$ cat src/rtl/rf_dup_pkg.sv
package rf_dup_pkg;
    typedef enum logic [1:0] {
        ST_IDLE  = 2'd0,
        ST_FETCH = 2'd1,
        ST_MEND  = 2'd2
    } rep_state_t;

    localparam int unsigned NUM_COPIES = 2;
endpackage

$ cat src/rtl/rf_store.sv
module rf_store #(
    parameter int unsigned DW = 8,
    parameter int unsigned AW = 3
) (
    input  logic          clk,
    input  logic          rst_n,
    input  logic          we,
    input  logic [AW-1:0] waddr,
    input  logic [DW:0]   wword,
    input  logic [AW-1:0] raddr,
    output logic [DW:0]   rword,
    input  logic          flip_en,
    input  logic [AW-1:0] flip_addr,
    input  logic [DW:0]   flip_mask
);
    localparam int unsigned DEPTH = 1 << AW;

    logic [DW:0] mem [DEPTH];
    logic [DW:0] nxt [DEPTH];

    always_comb begin
        for (int e = 0; e < DEPTH; e++) begin
            nxt[e] = mem[e];
            if (we && waddr == AW'(e)) nxt[e] = wword;
            if (flip_en && flip_addr == AW'(e)) nxt[e] = nxt[e] ^ flip_mask;
        end
    end

    always_ff @(posedge clk or negedge rst_n) begin
        if (!rst_n) begin
            for (int e = 0; e < DEPTH; e++) mem[e] <= '0;
        end else begin
            for (int e = 0; e < DEPTH; e++) mem[e] <= nxt[e];
        end
    end

    assign rword = mem[raddr];


    store_even_chk: assert property (@(posedge clk) disable iff (!rst_n)
        (we && !(flip_en && flip_addr == waddr) && ^wword == 1'b0)
        |=> (^mem[$past(waddr)] == 1'b0));
endmodule

$ cat src/rtl/rf_par_chk.sv
module rf_par_chk #(
    parameter int unsigned DW = 8
) (
    input  logic        en,
    input  logic [DW:0] word,
    output logic        err
);
    assign err = en & (^word);
endmodule

$ cat src/rtl/rf_repair_ctl.sv
module rf_repair_ctl
    import rf_dup_pkg::*;
#(
    parameter int unsigned DW = 8,
    parameter int unsigned AW = 3
) (
    input  logic          clk,
    input  logic          rst_n,
    input  logic          err_a,
    input  logic          err_b,
    input  logic [AW-1:0] addr_a,
    input  logic [AW-1:0] addr_b,
    input  logic [DW:0]   src_word,
    output logic          busy,
    output logic          replay,
    output logic          uncorrectable,
    output logic [AW-1:0] fix_addr,
    output logic          fix_copy,
    output logic          fix_we,
    output logic [DW:0]   fix_word
);
    rep_state_t state, state_nxt;
    logic src_bad;

    assign src_bad = ^src_word;

    always_ff @(posedge clk or negedge rst_n) begin
        if (!rst_n) state <= ST_IDLE;
        else        state <= state_nxt;
    end

    always_ff @(posedge clk or negedge rst_n) begin
        if (!rst_n) begin
            fix_addr <= '0;
            fix_copy <= 1'b0;
            fix_word <= '0;
        end else begin
            if (state == ST_IDLE && (err_a || err_b)) begin
                fix_addr <= err_a ? addr_a : addr_b;
                fix_copy <= !err_a;
            end
            if (state == ST_FETCH) fix_word <= src_word;
        end
    end

    always_comb begin
        state_nxt = state;
        unique case (state)
            ST_IDLE:  if (err_a || err_b) state_nxt = ST_FETCH;
            ST_FETCH: state_nxt = src_bad ? ST_IDLE : ST_MEND;
            ST_MEND:  state_nxt = ST_IDLE;
            default:  state_nxt = ST_IDLE;
        endcase
    end

    always_comb begin
        busy          = 1'b0;
        replay        = 1'b0;
        uncorrectable = 1'b0;
        fix_we        = 1'b0;
        unique case (state)
            ST_IDLE:  replay = err_a | err_b;
            ST_FETCH: begin
                busy          = 1'b1;
                uncorrectable = src_bad;
            end
            ST_MEND:  begin
                busy   = 1'b1;
                fix_we = 1'b1;
            end
            default:  ;
        endcase
    end


    replay_busy_chk: assert property (@(posedge clk) disable iff (!rst_n)
        replay |=> busy);

    no_replay_busy_chk: assert property (@(posedge clk) disable iff (!rst_n)
        busy |-> !replay);

    unc_after_replay_chk: assert property (@(posedge clk) disable iff (!rst_n)
        uncorrectable |-> ($past(replay) && !fix_we));

    mend_done_chk: assert property (@(posedge clk) disable iff (!rst_n)
        fix_we |=> !busy);
endmodule

$ cat src/rtl/rf_dup_parity.sv
module rf_dup_parity
    import rf_dup_pkg::*;
#(
    parameter int unsigned DW = 8,
    parameter int unsigned AW = 3
) (
    input  logic                     clk,
    input  logic                     rst_n,
    input  logic                     wr_en,
    input  logic [AW-1:0]            wr_addr,
    input  logic [DW-1:0]            wr_data,
    input  logic                     rd_en_a,
    input  logic [AW-1:0]            rd_addr_a,
    output logic [DW-1:0]            rd_data_a,
    input  logic                     rd_en_b,
    input  logic [AW-1:0]            rd_addr_b,
    output logic [DW-1:0]            rd_data_b,
    input  logic                     upset_en,
    input  logic                     upset_copy,
    input  logic [AW-1:0]            upset_addr,
    input  logic [$clog2(DW+1)-1:0]  upset_bit,
    output logic                     replay,
    output logic                     busy,
    output logic                     uncorrectable
);
    logic [DW:0]   word_c  [NUM_COPIES];
    logic [AW-1:0] raddr_c [NUM_COPIES];
    logic [AW-1:0] port_addr [NUM_COPIES];
    logic          port_en [NUM_COPIES];
    logic          err_c   [NUM_COPIES];
    logic          we_c    [NUM_COPIES];
    logic [DW:0]   wword, flip_mask, fix_word;
    logic [AW-1:0] fix_addr;
    logic          fix_copy, fix_we;

    assign port_addr[0] = rd_addr_a;
    assign port_addr[1] = rd_addr_b;
    assign port_en[0]   = rd_en_a;
    assign port_en[1]   = rd_en_b;
    assign wword        = fix_we ? fix_word : {^wr_data, wr_data};
    assign flip_mask    = {{DW{1'b0}}, 1'b1} << upset_bit;

    for (genvar c = 0; c < NUM_COPIES; c++) begin : g_copy
        assign raddr_c[c] = busy ? fix_addr : port_addr[c];
        assign we_c[c]    = (wr_en & ~busy) | (fix_we & (fix_copy == c[0]));

        rf_store #(.DW(DW), .AW(AW)) u_store (
            .clk       (clk),
            .rst_n     (rst_n),
            .we        (we_c[c]),
            .waddr     (fix_we ? fix_addr : wr_addr),
            .wword     (wword),
            .raddr     (raddr_c[c]),
            .rword     (word_c[c]),
            .flip_en   (upset_en & (upset_copy == c[0])),
            .flip_addr (upset_addr),
            .flip_mask (flip_mask)
        );

        rf_par_chk #(.DW(DW)) u_chk (
            .en   (port_en[c] & ~busy),
            .word (word_c[c]),
            .err  (err_c[c])
        );
    end

    assign rd_data_a = word_c[0][DW-1:0];
    assign rd_data_b = word_c[1][DW-1:0];

    rf_repair_ctl #(.DW(DW), .AW(AW)) u_ctl (
        .clk           (clk),
        .rst_n         (rst_n),
        .err_a         (err_c[0]),
        .err_b         (err_c[1]),
        .addr_a        (rd_addr_a),
        .addr_b        (rd_addr_b),
        .src_word      (fix_copy ? word_c[0] : word_c[1]),
        .busy          (busy),
        .replay        (replay),
        .uncorrectable (uncorrectable),
        .fix_addr      (fix_addr),
        .fix_copy      (fix_copy),
        .fix_we        (fix_we),
        .fix_word      (fix_word)
    );
endmodule

$ cat config.mk
export PLATFORM = sky130hd
export DESIGN_NAME = rf_dup_parity
export DESIGN_NICKNAME = d
export VERILOG_FILES = /design/src/rtl/rf_dup_pkg.sv /design/src/rtl/rf_store.sv /design/src/rtl/rf_par_chk.sv /design/src/rtl/rf_repair_ctl.sv /design/src/rtl/rf_dup_parity.sv
export SDC_FILE = /design/constraint.sdc
export NUM_CORES = 1
export LEC_CHECK = 0
export BUFFER_PORTS_ARGS = -buffer_cell sky130_fd_sc_hd__buf_2
export CELL_PAD_IN_SITES_DETAIL_PLACEMENT = 1
export CELL_PAD_IN_SITES_GLOBAL_PLACEMENT = 1
export CORE_MARGIN = 4
export CORE_UTILIZATION = 46
export DETAILED_ROUTE_END_ITERATION = 7
export PLACE_DENSITY_LB_ADDON = 0.1
export SLEW_MARGIN = 25
export SYNTH_ARGS = -nofsm -noshare
export SYNTH_HDL_FRONTEND = slang
export SYNTH_HIERARCHICAL = 1
export SYNTH_SLANG_ARGS = --single-unit
$ cat constraint.sdc
create_clock -name clk -period 3.4 [get_ports clk]
set_input_delay 0.34 -clock clk [delete_from_list [all_inputs] [get_ports clk]]
set_output_delay 0.34 -clock clk [all_outputs]
set_load 0.05 [all_outputs]
* After elaboration in Yosys (flattened, before gate mapping)
Cells that the tools add are included.
Widths: inputs -> output; s select.
** Word-level totals
- Output and inout bits :: 19
- Logic and storage cells :: 167
- Flip-flop bits (word level) :: 159
- Input port bits :: 31
** Cells by class
- Order comparisons :: 2
- Eq/ne operators :: 17
- Reductions and logical operators :: 43
- Multiplexer cells :: 51
- Bitwise gates (word level) :: 33
- Shifts and indexed selects :: 1
** Operators by type and width (count)
- $mux 9 :: 38
- $xor 9x9->9 :: 16
- $bmux 9 s3 :: 2
- $logic_and 1x1->1 :: 33
- $reduce_xor 9->1 :: 3
- $eq 3x3->1 const B :: 8
- $eq 3x2->1 const B :: 4
- $mux 3 :: 4
- $and 1x1->1 :: 9
- $shl 1x4->9 const A :: 1
- $ge 4x4->1 const B :: 2
- $not 3->4 :: 2
- $reduce_xor 8->1 :: 1
- $eq 3x1->1 const B :: 2
- $logic_not 3->1 :: 2
- $mux 1 :: 4
- $mux 2 :: 2
- $pmux 2 s2 :: 1
- $not 1->1 :: 3
- $or 1x1->1 :: 3
- $eq 2x1->1 const B :: 1
- $eq 2x2->1 const B :: 1
- $logic_not 2->1 :: 1
- $ne 2x2->1 const B :: 1
- 3 further kinds :: 3

* Depth between registers and ports, before layout
Gate-level depths: netlist (run 1).
- Depth after elaboration :: 13
- Mapped depth :: 16
- Depth with buffers taken out :: 13

* By module
The synthesis (run 1) kept the hierarchy.
** By module, submodules not included
- rf_store at g_copy[1].u_store :: times used 1, sequential area each 1801.7 um^2, cells each 369, area each 4335.4 um^2
- rf_store at g_copy[0].u_store :: times used 1, sequential area each 1801.7 um^2, cells each 369, area each 4330.4 um^2
- rf_repair_ctl :: times used 1, sequential area each 375.4 um^2, cells each 61, area each 735.7 um^2
- rf_dup_parity :: times used 1, sequential area each 0.0 um^2, cells each 68, area each 495.5 um^2
- rf_par_chk :: times used 2, sequential area each 0.0 um^2, cells each 9, area each 95.1 um^2

* Worst setup path before layout (run 1)
No wires, ideal clock.
- Path type :: reg2out
- From :: reg u_ctl.state[0]
- To :: out replay
- Arrival time :: 4507 ps
- Path slack :: -1447 ps
- Path buffers :: 3
- Data required time :: 3060 ps
- Stages on the path, launching flop included :: 15
- Cells stage by stage :: dfrtp_1 inv_1 ha_1 clkbuf_1 nand2_1 o21ai_0 buf_6 buf_12 mux4_1 mux2_2 xor2_1 xnor3_1 mux2i_1 nor2_1 nor2b_1
** RTL lines
- start, declared :: RTL line rf_repair_ctl.sv:22 : rep_state_t state, state_nxt;
- start signal, assigned :: RTL line rf_repair_ctl.sv:29 : else state <= state_nxt;
- end, declared :: RTL line rf_dup_parity.sv:22 : output logic replay,

==> reports/metrics.sh, run 1 <==
HP-CLASS='primary input to async pin'
DETAILED_ROUTER_ITERATION_COUNT_BEFORE_ANTENNA_REPAIR=5
CRIT-REG2REG-LAUNCH='u_ctl/state[1]'
CRIT_FANOUT=8
POSTSYNTHREGISTERBITS=159
R2R_CELLS=18
AREA_GROWTH_PCT=21.8
GLOBALPLACE.CONGESTION=0.874
POSTROUTEWIRELENGTH_MM=33.0
CLOCK_SINK_COUNT=159
SYNTH_AREA_PER_CELL_SQ_UM=11.4
CLK_ROOT_BUFFER_CELL='sky130_fd_sc_hd__clkbuf_16'
POSTPLACECELLAREA_SQ_UM=11200
TOP_LEVEL_PORTS=50
ROUTE.ANTENNA.REMAINING_NETS=0
PATH_CLK_SLEW_NS=0.07
FINALSETUPVIOLATIONS=8
FINAL.MIN_CLOCK_PERIOD_NS=4.25
FLOORPLAN.CORE_AREA_SQ_UM=21300
INITIALDRTVIOLATIONCOUNT=592
WORST_SKEW_PAIR.LATE_LATENCY_NS=0.43
SLEW_HEADROOM=0.329
DRT_DRC_VIOLATIONS_LEFT=0
FINALHOLDWORSTSLACK_NS=-0.00379
VIAS=7434
TIMING_WORST_SETUP_PATH_TYPE='register to primary output'
CRITICAL_PATH_START_TYPE='register'
WORST-SLEW-PIN-TRANSITION_NS=1.01
POST_SYNTHESIS_CELLS=885
REQUIRED_NS=3.06
SHARE_OF_POST_ROUTE_CELLS_WITH_DRIVE_STRENGTH_ABOVE_1=0.313
MAX_FREQ_GHz=0.235
FIRST_GLOBAL_VIAS=8103
FINAL_CELLS=1269
WL_MET1_MM=14.9
FINALHOLDVIOLCOUNT=1
CELL_COUNT_AFTER_PLACEMENT=1204
STD_CELL_ROWS=53
ANTENNA_FOUND_INITIAL=0
YS_TYPES=37
SLEW_VIOLATIONS=0
REG2REG_TO='u_ctl/fix_addr[0]'
WORSTSETUPENDPOINTTYPE='primary output'
BUFFER_PORTS.INSERTED=49
VIAS_PER_CELL=5.86
POST-ROUTE-CELL-AREA_SQ_UM=12300
OVERFLOW=0
HOLDBUFCOUNTCTS=0
HTREE_LEVELS=4
FLOORPLAN.DIE.HEIGHT_MICRONS=156
DIE_AREA_SQ_UM=24400
SYNTH_SEQ_AREA_SHARE=0.394
CTS_TREE='yes'
OUTCOME='complete, but fails checks'
DIE_X_MICRONS=156
ASYNC_FLOP_SHARE=1.00
NUM-NETS-FINAL=1015
TIMING.FINAL.CRIT_SHARE=1.25
GRT_MAX_DEGREE=89
VIOLATED_CHECKS='negative hold slack, negative setup slack'
MET2_WIRELENGTH_MM=16.1
TIMING.CLOCK.SKEW_NS=0.0102
YOSYSWARNINGCOUNT=6
CTS_BUFFER_DEPTH=2
SETUP_WS_NS=-0.847
GRT_FIRST_PASS_WIRELENGTH_MM=50.2
SYNTH_AREA_SQ_UM=10100
YS.FLOP_TYPE='sky130_fd_sc_hd__dfrtp_1'
GLOBAL_ROUTE.USAGE.TOTAL=0.274
TRITONCTS.NUM_BUFFERS=17
CRIT_ARRIVAL_NS=3.91
DP_HPWL_MM=21.4
ROUTE.TOP_LAYER_USED='met4'
R2R_SLACK_NS=-0.54
INITIAL_UTILIZATION=0.474
MET3ROUTEDLENGTH_MM=1.63
SYNTH_NETS=919
ANTENNA_CELLS=0
GRT_SETUP_UNREPAIRED='yes'
TIMING.MAX_CAP.VIOLATIONS=0
NUMBER_OF_SYNTHESIZED_FLOPS_WITH_AN_ENABLE_PIN=0
POST-ROUTE-UTIL=0.577
AVGROUTEDWIREPERCELL_MICRONS=26.0
-- cell usage in the layout, fill, tap and decap left out, drive strengths merged, types with 6 or more instances in the layout --
master  count
nand2     156
xnor2      15
o21ai       9
mux4       36
mux2i     146
buf       158
clkbuf     17
nand4b      6
mux2       48
xor2      148
nor4bb     10
inv        21
and4b       6
dfrtp     159
-- metal layers --
metal | global-route usage | up-vias
met3 | 0.0508 | 31
met5 | 0 | -
met1 | 0.380 | 3956
met4 | 0.0542 | 0
met2 | 0.454 | 226
li1 | - | 3221
-- cells in the mapped netlist (3+ instances only) --
cell type / number / share of area
sky130_fd_sc_hd__dfrtp_1: 159 / 0.39
sky130_fd_sc_hd__nand2_1: 156 / 0.058
sky130_fd_sc_hd__xor2_1: 148 / 0.13
sky130_fd_sc_hd__mux2i_1: 146 / 0.14
sky130_fd_sc_hd__clkbuf_1: 52 / 0.019
sky130_fd_sc_hd__mux2_2: 47 / 0.052
sky130_fd_sc_hd__mux4_1: 36 / 0.094
sky130_fd_sc_hd__buf_2: 20 / 0.0099
sky130_fd_sc_hd__xnor2_1: 14 / 0.012
sky130_fd_sc_hd__inv_1: 12 / 0.0045
sky130_fd_sc_hd__nor4bb_1: 10 / 0.0099
sky130_fd_sc_hd__o21ai_0: 9 / 0.0045
sky130_fd_sc_hd__and4b_1: 6 / 0.0060
sky130_fd_sc_hd__nand4b_1: 6 / 0.0052
sky130_fd_sc_hd__a21oi_1: 5 / 0.0025
sky130_fd_sc_hd__buf_1: 5 / 0.0019
sky130_fd_sc_hd__o22ai_1: 5 / 0.0031
sky130_fd_sc_hd__xnor3_1: 5 / 0.011
sky130_fd_sc_hd__nand2b_1: 4 / 0.0025
sky130_fd_sc_hd__nor2_1: 4 / 0.0015
sky130_fd_sc_hd__nor2b_1: 4 / 0.0025
sky130_fd_sc_hd__nor3_1: 4 / 0.0020
sky130_fd_sc_hd__ha_1: 3 / 0.0037
sky130_fd_sc_hd__nor4b_1: 3 / 0.0026
-- how the worst max path moves through the flow --
stage | start | to | slack (ns) | depth (start not counted)
final | u_ctl/state[1] | replay | -0.85 | 15
after detailed placement | u_ctl/state[1] | uncorrectable | -0.53 | 12
after global placement | u_ctl/state[1] | uncorrectable | -0.45 | 12
after CTS | u_ctl/state[0] | uncorrectable | -0.84 | 15
after global routing | u_ctl/state[0] | uncorrectable | -0.92 | 15
after floorplan | u_ctl/state[0] | uncorrectable | -0.43 | 14
-- logic make-up after synthesis --
| logic type | synth area share |
|---|---|
| muxes | 0.293 |
| buffers and inverters | 0.0418 |
| DFF | 0.394 |
| AOI/OAI and AO/OA | 0.0108 |
| adders and majority gates | 0.00372 |
| and+or+nand+nor | 0.103 |
| xor gates and xnor gates | 0.153 |
-- area by class of cell --
type                    instances  area (sq um)
fillers                      2184          9000
clock inverters                15           199
repair buffers                158          1300
inverters                      12          45.0
flip-flops and latches        159          3980
clock buffers                  17           425
multi-input cells             633          6000
well taps                     275           344
-- per-stage QoR --
step	worst slack [ns]	setup TNS, ns
after global routing	-0.921	-4.78
after global placement	-0.451	-1.56
final	-0.847	-4.12
after CTS	-0.842	-3.44
after floorplan	-0.429	-1.26
after detailed placement	-0.534	-2.09
-- critical path, stage by stage, from the launching register on --
cell and delay [ns]:
sky130_fd_sc_hd__dfrtp_1 0.37, sky130_fd_sc_hd__inv_2 0.06, sky130_fd_sc_hd__ha_4 0.32, sky130_fd_sc_hd__nand2_4 0.07
sky130_fd_sc_hd__o21ai_2 0.08, sky130_fd_sc_hd__buf_12 0.17, sky130_fd_sc_hd__buf_12 0.11, sky130_fd_sc_hd__buf_12 0.10
sky130_fd_sc_hd__mux4_1 0.55, sky130_fd_sc_hd__mux2_4 0.33, sky130_fd_sc_hd__xnor2_4 0.19, sky130_fd_sc_hd__xnor3_2 0.48
sky130_fd_sc_hd__mux2i_4 0.26, sky130_fd_sc_hd__nor2_4 0.08, sky130_fd_sc_hd__nor2b_4 0.11, sky130_fd_sc_hd__buf_6 0.16
-- what timing repair did --
action | 4_1_cts | 5_1_grt
gates resized for setup | 30 | 33
setup endpoints to repair | 8 | 8
pin swaps | 9 | 12
cloned | 0 | 0
buffers inserted | 25 | 8
-- flip-flops by register name, summed over array words and instances (netlist names) --
register and cells:
u_ctl/fix_addr 3, u_ctl/state 2, u_ctl/fix_copy 1, u_ctl/fix_word 9, g_copy.u_store/mem 144
Power of run 1 is not shown: default switching activity piles up to over one toggle a cycle in this logic, so the estimate is an artifact.
==> run 2: changes to the inputs <==
Settings changed: CORE_UTILIZATION 46 to 55, RECOVER_POWER set to 50.
Clock period 3.4 ns to 4.9 ns, I/O delays scaled along.
==> run 2 against run 1 <==
Effect of this change: the flow finishes with violations (max-capacitance violations, max-slew violations); critical path depth decreased by 2; non-clock buffer count decreased by 79; global-route usage increased by 2.4 points; via count decreased by 6.4%; hold slack improved by 0.37 ns; sequential share of layout area increased by 3.1 points; die area decreased by 16%; clock skew increased by 0.0011 ns; setup slack improved by 1.0 ns; cell count decreased by 9.9%; sequential cell count unchanged; count of clock-buffer cells in the layout increased by 3.
==> reports/metrics.sh, run 2 (synthesis gave the netlist of run 1 again) <==
HP-START='rd_addr_a[0]'
STD_CELL_ROWS=49
SLEW_VIOLATIONS=79
HTREE_LEVELS=4
GRT_USE_MET2=0.469
ANTENNA_CELLS=0
SLOWEST_DELAY_NS=0.59
GLOBAL_ROUTE.USAGE.MET3=0.0662
GRT_UTIL_MET1=0.425
LARGEST_REG_FLOPS=144
CLOCK_SINK_COUNT=159
DIE_X_MICRONS=143
BUFFER_PORTS.INSERTED=49
VIAS=6961
CRITICAL_PATH_START_TYPE='register'
DP_HPWL_MM=20.2
HP-CLASS='primary input to register'
TRITONCTS.NUM_BUFFERS=17
WORST-SLEW-PIN-TRANSITION_NS=3.89
POSTROUTEWIRELENGTH_MM=29.7
CRIT-REG2REG-LAUNCH='u_ctl/state[0]'
SLEW_HEADROOM=-1.60
FLOORPLAN.CORE_AREA_SQ_UM=18000
NUM-NETS-FINAL=936
ROUTE.ANTENNA.REMAINING_NETS=0
CRITICAL_PATH.MOST_COMMON_CELL='sky130_fd_sc_hd__mux2_2'
FIN_TNS_SETUP_NS=0
FLOORPLAN.DIE.HEIGHT_MICRONS=143
CRIT_PATH_CELL_TRACE='inv_1 > ha_4 > nand2_1 > o21ai_2 > buf_8 > mux4_1 > mux2_2 > mux2_2 > xnor2_1 > xnor3_1 > xnor2_2 > and2_1 > clkbuf_4'
REG2REG_TO='u_ctl/fix_addr[2]'
TIMING.CLOCK.SKEW_NS=0.0113
GRT-BUSIEST-LAYER='met2'
CRIT_ARRIVAL_NS=4.21
GRT_MAX_DEGREE=79
CLK_ROOT_BUFFER_CELL='sky130_fd_sc_hd__clkbuf_16'
MOST_FREQUENT_STANDARD_CELL_IN_THE_LAYOUT_EXCLUDING_FILL_AND_TAP_CELLS='sky130_fd_sc_hd__dfrtp_1'
AVGROUTEDWIREPERCELL_MICRONS=26.0
AREA_GROWTH_PCT=11.2
FINAL.MIN_CLOCK_PERIOD_NS=4.70
VIOLATED_CHECKS='max-capacitance violations, max-slew violations'
GRT_FIRST_PASS_WIRELENGTH_MM=45.5
INITIALDRTVIOLATIONCOUNT=439
FINAL_CELL_MIX='sky130_fd_sc_hd__dfrtp_1 (159), sky130_fd_sc_hd__nand2_1 (156), sky130_fd_sc_hd__xor2_1 (148), sky130_fd_sc_hd__mux2i_1 (145)'
LARGEST_REGISTERS_RANKED_BY_FLIP_FLOP_COUNT='g_copy.u_store/mem (144), u_ctl/fix_word (9), u_ctl/fix_addr (3)'
FIRST_GLOBAL_VIAS=7506
GLOBAL_ROUTE.USAGE.TOTAL=0.298
WORST_SKEW_PAIR.LATE_LATENCY_NS=0.44
ANTENNA_FOUND_INITIAL=0
R2R_CELLS=14
REQUIRED_NS=4.41
CTS_TREE='yes'
VIAS_PER_CELL=6.09
CRIT_FANOUT=18
R2R_SLACK_NS=1.06
DETAILED_ROUTER_ITERATION_COUNT_BEFORE_ANTENNA_REPAIR=5
GLOBALPLACE.CONGESTION=0.888
SHARE_OF_POST_ROUTE_CELLS_WITH_DRIVE_STRENGTH_ABOVE_1=0.193
CTS_BUFFER_DEPTH=2
TIMING_WORST_SETUP_PATH_TYPE='register to primary output'
TOP_REGISTER='g_copy.u_store/mem'
INITIAL_UTILIZATION=0.560
WORSTSETUPENDPOINTTYPE='primary output'
FINALHOLDVIOLCOUNT=0
HOLDBUFCOUNTCTS=0
DIE_AREA_SQ_UM=20600
FINALSETUPVIOLATIONS=0
MIN_PATH_CELLS=3
PATH_CLK_SLEW_NS=0.06
TIMING.HOLD.WORST_ENDPOINT='u_ctl/fix_addr[0]'
TOP_LEVEL_PORTS=50
GRT_SETUP_UNREPAIRED='no'
DRT_DRC_VIOLATIONS_LEFT=0
TIMING.FINAL.CRIT_SHARE=0.960
OVERFLOW=0
TIMING.CRITICAL_PATH.SLOWEST_STAGE_CELL='sky130_fd_sc_hd__mux4_1'
MAX_FREQ_GHz=0.213
POST_CTS.REPAIR.SETUP_BUFFERS=0
OUTCOME='complete, but fails checks'
TIMING.MAX_CAP.VIOLATIONS=1
run 2: changes by cell type in the layout (fill, tap and decap cells not counted), moves of 11 or more:
cell and delta:
sky130_fd_sc_hd__buf_6 -11, sky130_fd_sc_hd__mux2_4 -25, sky130_fd_sc_hd__mux4_1 +23, sky130_fd_sc_hd__mux4_2 -23
sky130_fd_sc_hd__buf_12 -13, sky130_fd_sc_hd__mux2_2 +24, sky130_fd_sc_hd__buf_4 -63
run 2: worst max path at each step:
stage / from / to / slack (ns) / depth (start not counted)
floorplan: u_ctl/state[0] / replay / 0.15 / 14
global placement: u_ctl/state[0] / uncorrectable / 0.47 / 13
detailed placement: u_ctl/state[0] / uncorrectable / 0.35 / 13
CTS: u_ctl/state[0] / uncorrectable / 0.008 / 13
global route: rst_n / g_copy[1].u_store/mem[63] / 0.05 / 2
finish: u_ctl/state[0] / uncorrectable / 0.20 / 13
run 2: cell type report:
class / count / area [sq um]
Fill cell: 1835 / 6810
Multi-Input combinational cell: 633 / 5800
Sequential cell: 159 / 3980
Timing Repair Buffer: 79 / 482
Clock buffer: 20 / 467
Tap cell: 229 / 287
Clock inverter: 11 / 154
Inverter: 12 / 45.0
run 2: per-layer routing:
layer,share of wire,vias up
met4,0.015,0
met3,0.058,40
met2,0.47,194
met1,0.46,3658
met5,0,-
li1,-,3069
run 2: per-stage QoR:
stage          hold slack (ns)  utilization  setup WS [ns]  instance area, sq um  instances
3_5_place_dp             0.499        0.586          0.347                 10600       1112
3_3_place_gp             0.488        0.585          0.471                 10500       1112
5_1_grt                  0.389        0.622         0.0469                 11200       1143
2_1_floorplan            0.194            -          0.147                 10100        885
6_report                 0.365        0.622          0.195                 11200       1143
4_1_cts                  0.116        0.621        0.00813                 11200       1143
run 2: repair_timing:
item | CTS | global route
hold endpoints to repair | 0 | 0
resized for setup | 4 | 4
endpoints found under the setup margin | 2 | 2
run 2: worst max-delay path: cells and delay by family, from the launching register on:
kind / cells / cell delay, ns
fa+ha+maj: 1 / 0.36
flops: 1 / 0.37
mux: 3 / 1.22
buf+inv: 3 / 0.57
xor+xnor: 3 / 0.88
compound gates: 1 / 0.09
simple gates: 2 / 0.27
Power of run 2 is left out for the same reason.
==> run 3: changes to the inputs <==
==> constraint.sdc (replaced) <==
create_clock -name clk -period 4.9 [get_ports clk]
set_input_delay 0.735 -clock clk [delete_from_list [all_inputs] [get_ports clk]]
set_output_delay 0.735 -clock clk [all_outputs]
set_load 0.05 [all_outputs]
==> run 3 against run 2 <==
Effect of this change: the flow finishes with violations (max-capacitance violations, max-slew violations, negative setup slack); via count grew 3.6%; utilization grew 1.4 points; non-clock buffer count grew 21; sequential share of layout area shrank 0.77 points; cell count grew 1.9%; maximum frequency shrank 4.4%; critical path depth grew 1; sequential cell count is the same; hold slack gained 0.15 ns; clock skew shrank 0.0029 ns; first-iteration DRC count shrank 1.8%; critical endpoint unchanged; largest cell class unchanged.
==> reports/metrics.sh, run 3 (synthesis gave the netlist of run 1 again) <==
ANTENNA_FOUND_INITIAL=0
OUTCOME='complete, but fails checks'
LARGEST_REGISTERS_RANKED_BY_FLIP_FLOP_COUNT='g_copy.u_store/mem (144), u_ctl/fix_word (9), u_ctl/fix_addr (3)'
HTREE_LEVELS=4
AREA_GROWTH_PCT=13.7
ANTENNA_CELLS=0
WORST_SKEW_PAIR.LATE_LATENCY_NS=0.43
TIMING.CLOCK.SKEW_NS=0.00836
FINALSETUPVIOLATIONS=1
GRT_MAX_DEGREE=71
MAX_FREQ_GHz=0.203
SLEW_VIOLATIONS=71
FLOORPLAN.DIE.HEIGHT_MICRONS=143
TRITONCTS.NUM_BUFFERS=17
VIOLATED_CHECKS='max-capacitance violations, max-slew violations, negative setup slack'
CRITICAL_PATH_START_TYPE='register'
HOLDBUFCOUNTCTS=0
VIAS=7212
CTS_BUFFER_DEPTH=2
R2R_SLACK_NS=0.83
CLOCK_SINK_COUNT=159
CRIT_FANOUT=10
DP_HPWL_MM=20.2
LARGEST_REG_FLOPS=144
NUM-NETS-FINAL=957
HP-CLASS='register to register'
CRIT_PATH_CELL_TRACE='inv_2 > ha_4 > buf_4 > o21ai_4 > buf_6 > clkbuf_16 > mux4_1 > mux2_2 > mux2_4 > xnor2_4 > xnor3_1 > xnor2_1 > and2_4 > buf_8'
TOP_LEVEL_PORTS=50
NFILLCELLS=1825
GRT_FIRST_PASS_WIRELENGTH_MM=47.1
STD_CELL_ROWS=49
TIMING.FINAL.CRIT_SHARE=1.00
GLOBAL_ROUTE.USAGE.TOTAL=0.307
INITIAL_UTILIZATION=0.560
AVGROUTEDWIREPERCELL_MICRONS=27.2
DIE_X_MICRONS=143
PATH_CLK_SLEW_NS=0.07
MOST_FREQUENT_STANDARD_CELL_IN_THE_LAYOUT_EXCLUDING_FILL_AND_TAP_CELLS='sky130_fd_sc_hd__dfrtp_1'
TIMING_WORST_SETUP_PATH_TYPE='register to primary output'
FIRST_GLOBAL_VIAS=7720
SHARE_OF_POST_ROUTE_CELLS_WITH_DRIVE_STRENGTH_ABOVE_1=0.222
ROUTE.ANTENNA.REMAINING_NETS=0
DIE_AREA_SQ_UM=20600
CRIT_ARRIVAL_NS=4.19
GLOBALPLACE.CONGESTION=0.859
BUFFER_PORTS.INSERTED=49
FINALHOLDWORSTSLACK_NS=0.514
DETAILED_ROUTER_ITERATION_COUNT_BEFORE_ANTENNA_REPAIR=4
WORST-SLEW-PIN-TRANSITION_NS=4.10
TIMING.CRITICAL_PATH.SLOWEST_STAGE_CELL='sky130_fd_sc_hd__mux4_1'
REQUIRED_NS=4.16
DRT_DRC_VIOLATIONS_LEFT=0
FLOORPLAN.CORE_AREA_SQ_UM=18000
FINALHOLDVIOLCOUNT=0
TOP_REGISTER='g_copy.u_store/mem'
CTS_TREE='yes'
OVERFLOW=0
SETUP_WS_NS=-0.0216
POSTROUTEWIRELENGTH_MM=31.7
TIMING.MAX_CAP.VIOLATIONS=1
SLEW_HEADROOM=-1.73
INITIALDRTVIOLATIONCOUNT=431
SLOWEST_DELAY_NS=0.56
FINAL.MIN_CLOCK_PERIOD_NS=4.92
WORSTSETUPENDPOINTTYPE='primary output'
VIAS_PER_CELL=6.19
CLK_ROOT_BUFFER_CELL='sky130_fd_sc_hd__clkbuf_16'
FINAL_CELL_MIX='sky130_fd_sc_hd__dfrtp_1 (159), sky130_fd_sc_hd__nand2_1 (155), sky130_fd_sc_hd__xor2_1 (148), sky130_fd_sc_hd__mux2i_1 (144), sky130_fd_sc_hd__buf_2 (45)'
## run 3: layout make-up
cell class	instances	area [sq um]	area share
Clock inverter	12	136	0.0119
Inverter	12	45.0	0.00393
Clock buffer	20	457	0.0398
Sequential cell	159	3980	0.347
Tap cell	229	287	0.0250
Multi-Input combinational cell	633	5840	0.509
Timing Repair Buffer	100	723	0.0631
## run 3: layer usage
| layer | GRT usage | share of wire |
|---|---|---|
| met5 | 0 | 0 |
| met1 | 0.424 | 0.44 |
| met2 | 0.503 | 0.48 |
| met4 | 0.0674 | 0.016 |
| met3 | 0.0696 | 0.062 |
## run 3: worst paths after layout
check / from / to / cells past startpoint
worst min register to register: u_ctl/fix_word[3] / u_ctl/fix_word[3] / 1
worst max register to register: u_ctl/state[1] / u_ctl/fix_addr[0] / 16
min in group asynchronous: rst_n / g_copy[0].u_store/mem[0] / 1
max in group asynchronous: rst_n / g_copy[0].u_store/mem[24] / 1
worst min-delay path: u_ctl/fix_word[3] / u_ctl/fix_word[3] / 1
worst max-delay path: u_ctl/state[1] / uncorrectable / 14
## run 3: per-stage QoR
| stage | std cells | setup WS, ns | instance area (sq um) | util | setup TNS, ns |
|---|---|---|---|---|---|
| global placement | 1113 | 0.338 | 10600 | 0.587 | 0 |
| detailed placement | 1113 | 0.259 | 10600 | 0.587 | 0 |
| global route | 1165 | -0.0630 | 11500 | 0.636 | -0.111 |
| finish | 1165 | -0.0216 | 11500 | 0.636 | -0.0216 |
| CTS | 1145 | 0.0400 | 11200 | 0.621 | 0 |
| floorplan | 885 | 0.0217 | 10100 | - | 0 |
## run 3: worst max-delay path, delay by kind of cell (launching register included)
kind                       cells  cell delay (ns)
AOI/OAI and AO/OA              1             0.24
DFF                            1             0.40
and+or+nand+nor                1             0.19
adders and majority gates      1             0.25
buffers and inverters          5             0.70
muxes                          3             1.21
xor gates and xnor gates       3             0.75
## run 3: repair_timing
item                       4_1_cts  5_1_grt
pin swaps                        0        5
gates cloned                     0        4
resized for setup                5       31
setup buffers                    0       16
hold endpoints to repair         0        0
setup endpoints to repair        2        2
Power of run 3 is left out for the same reason.
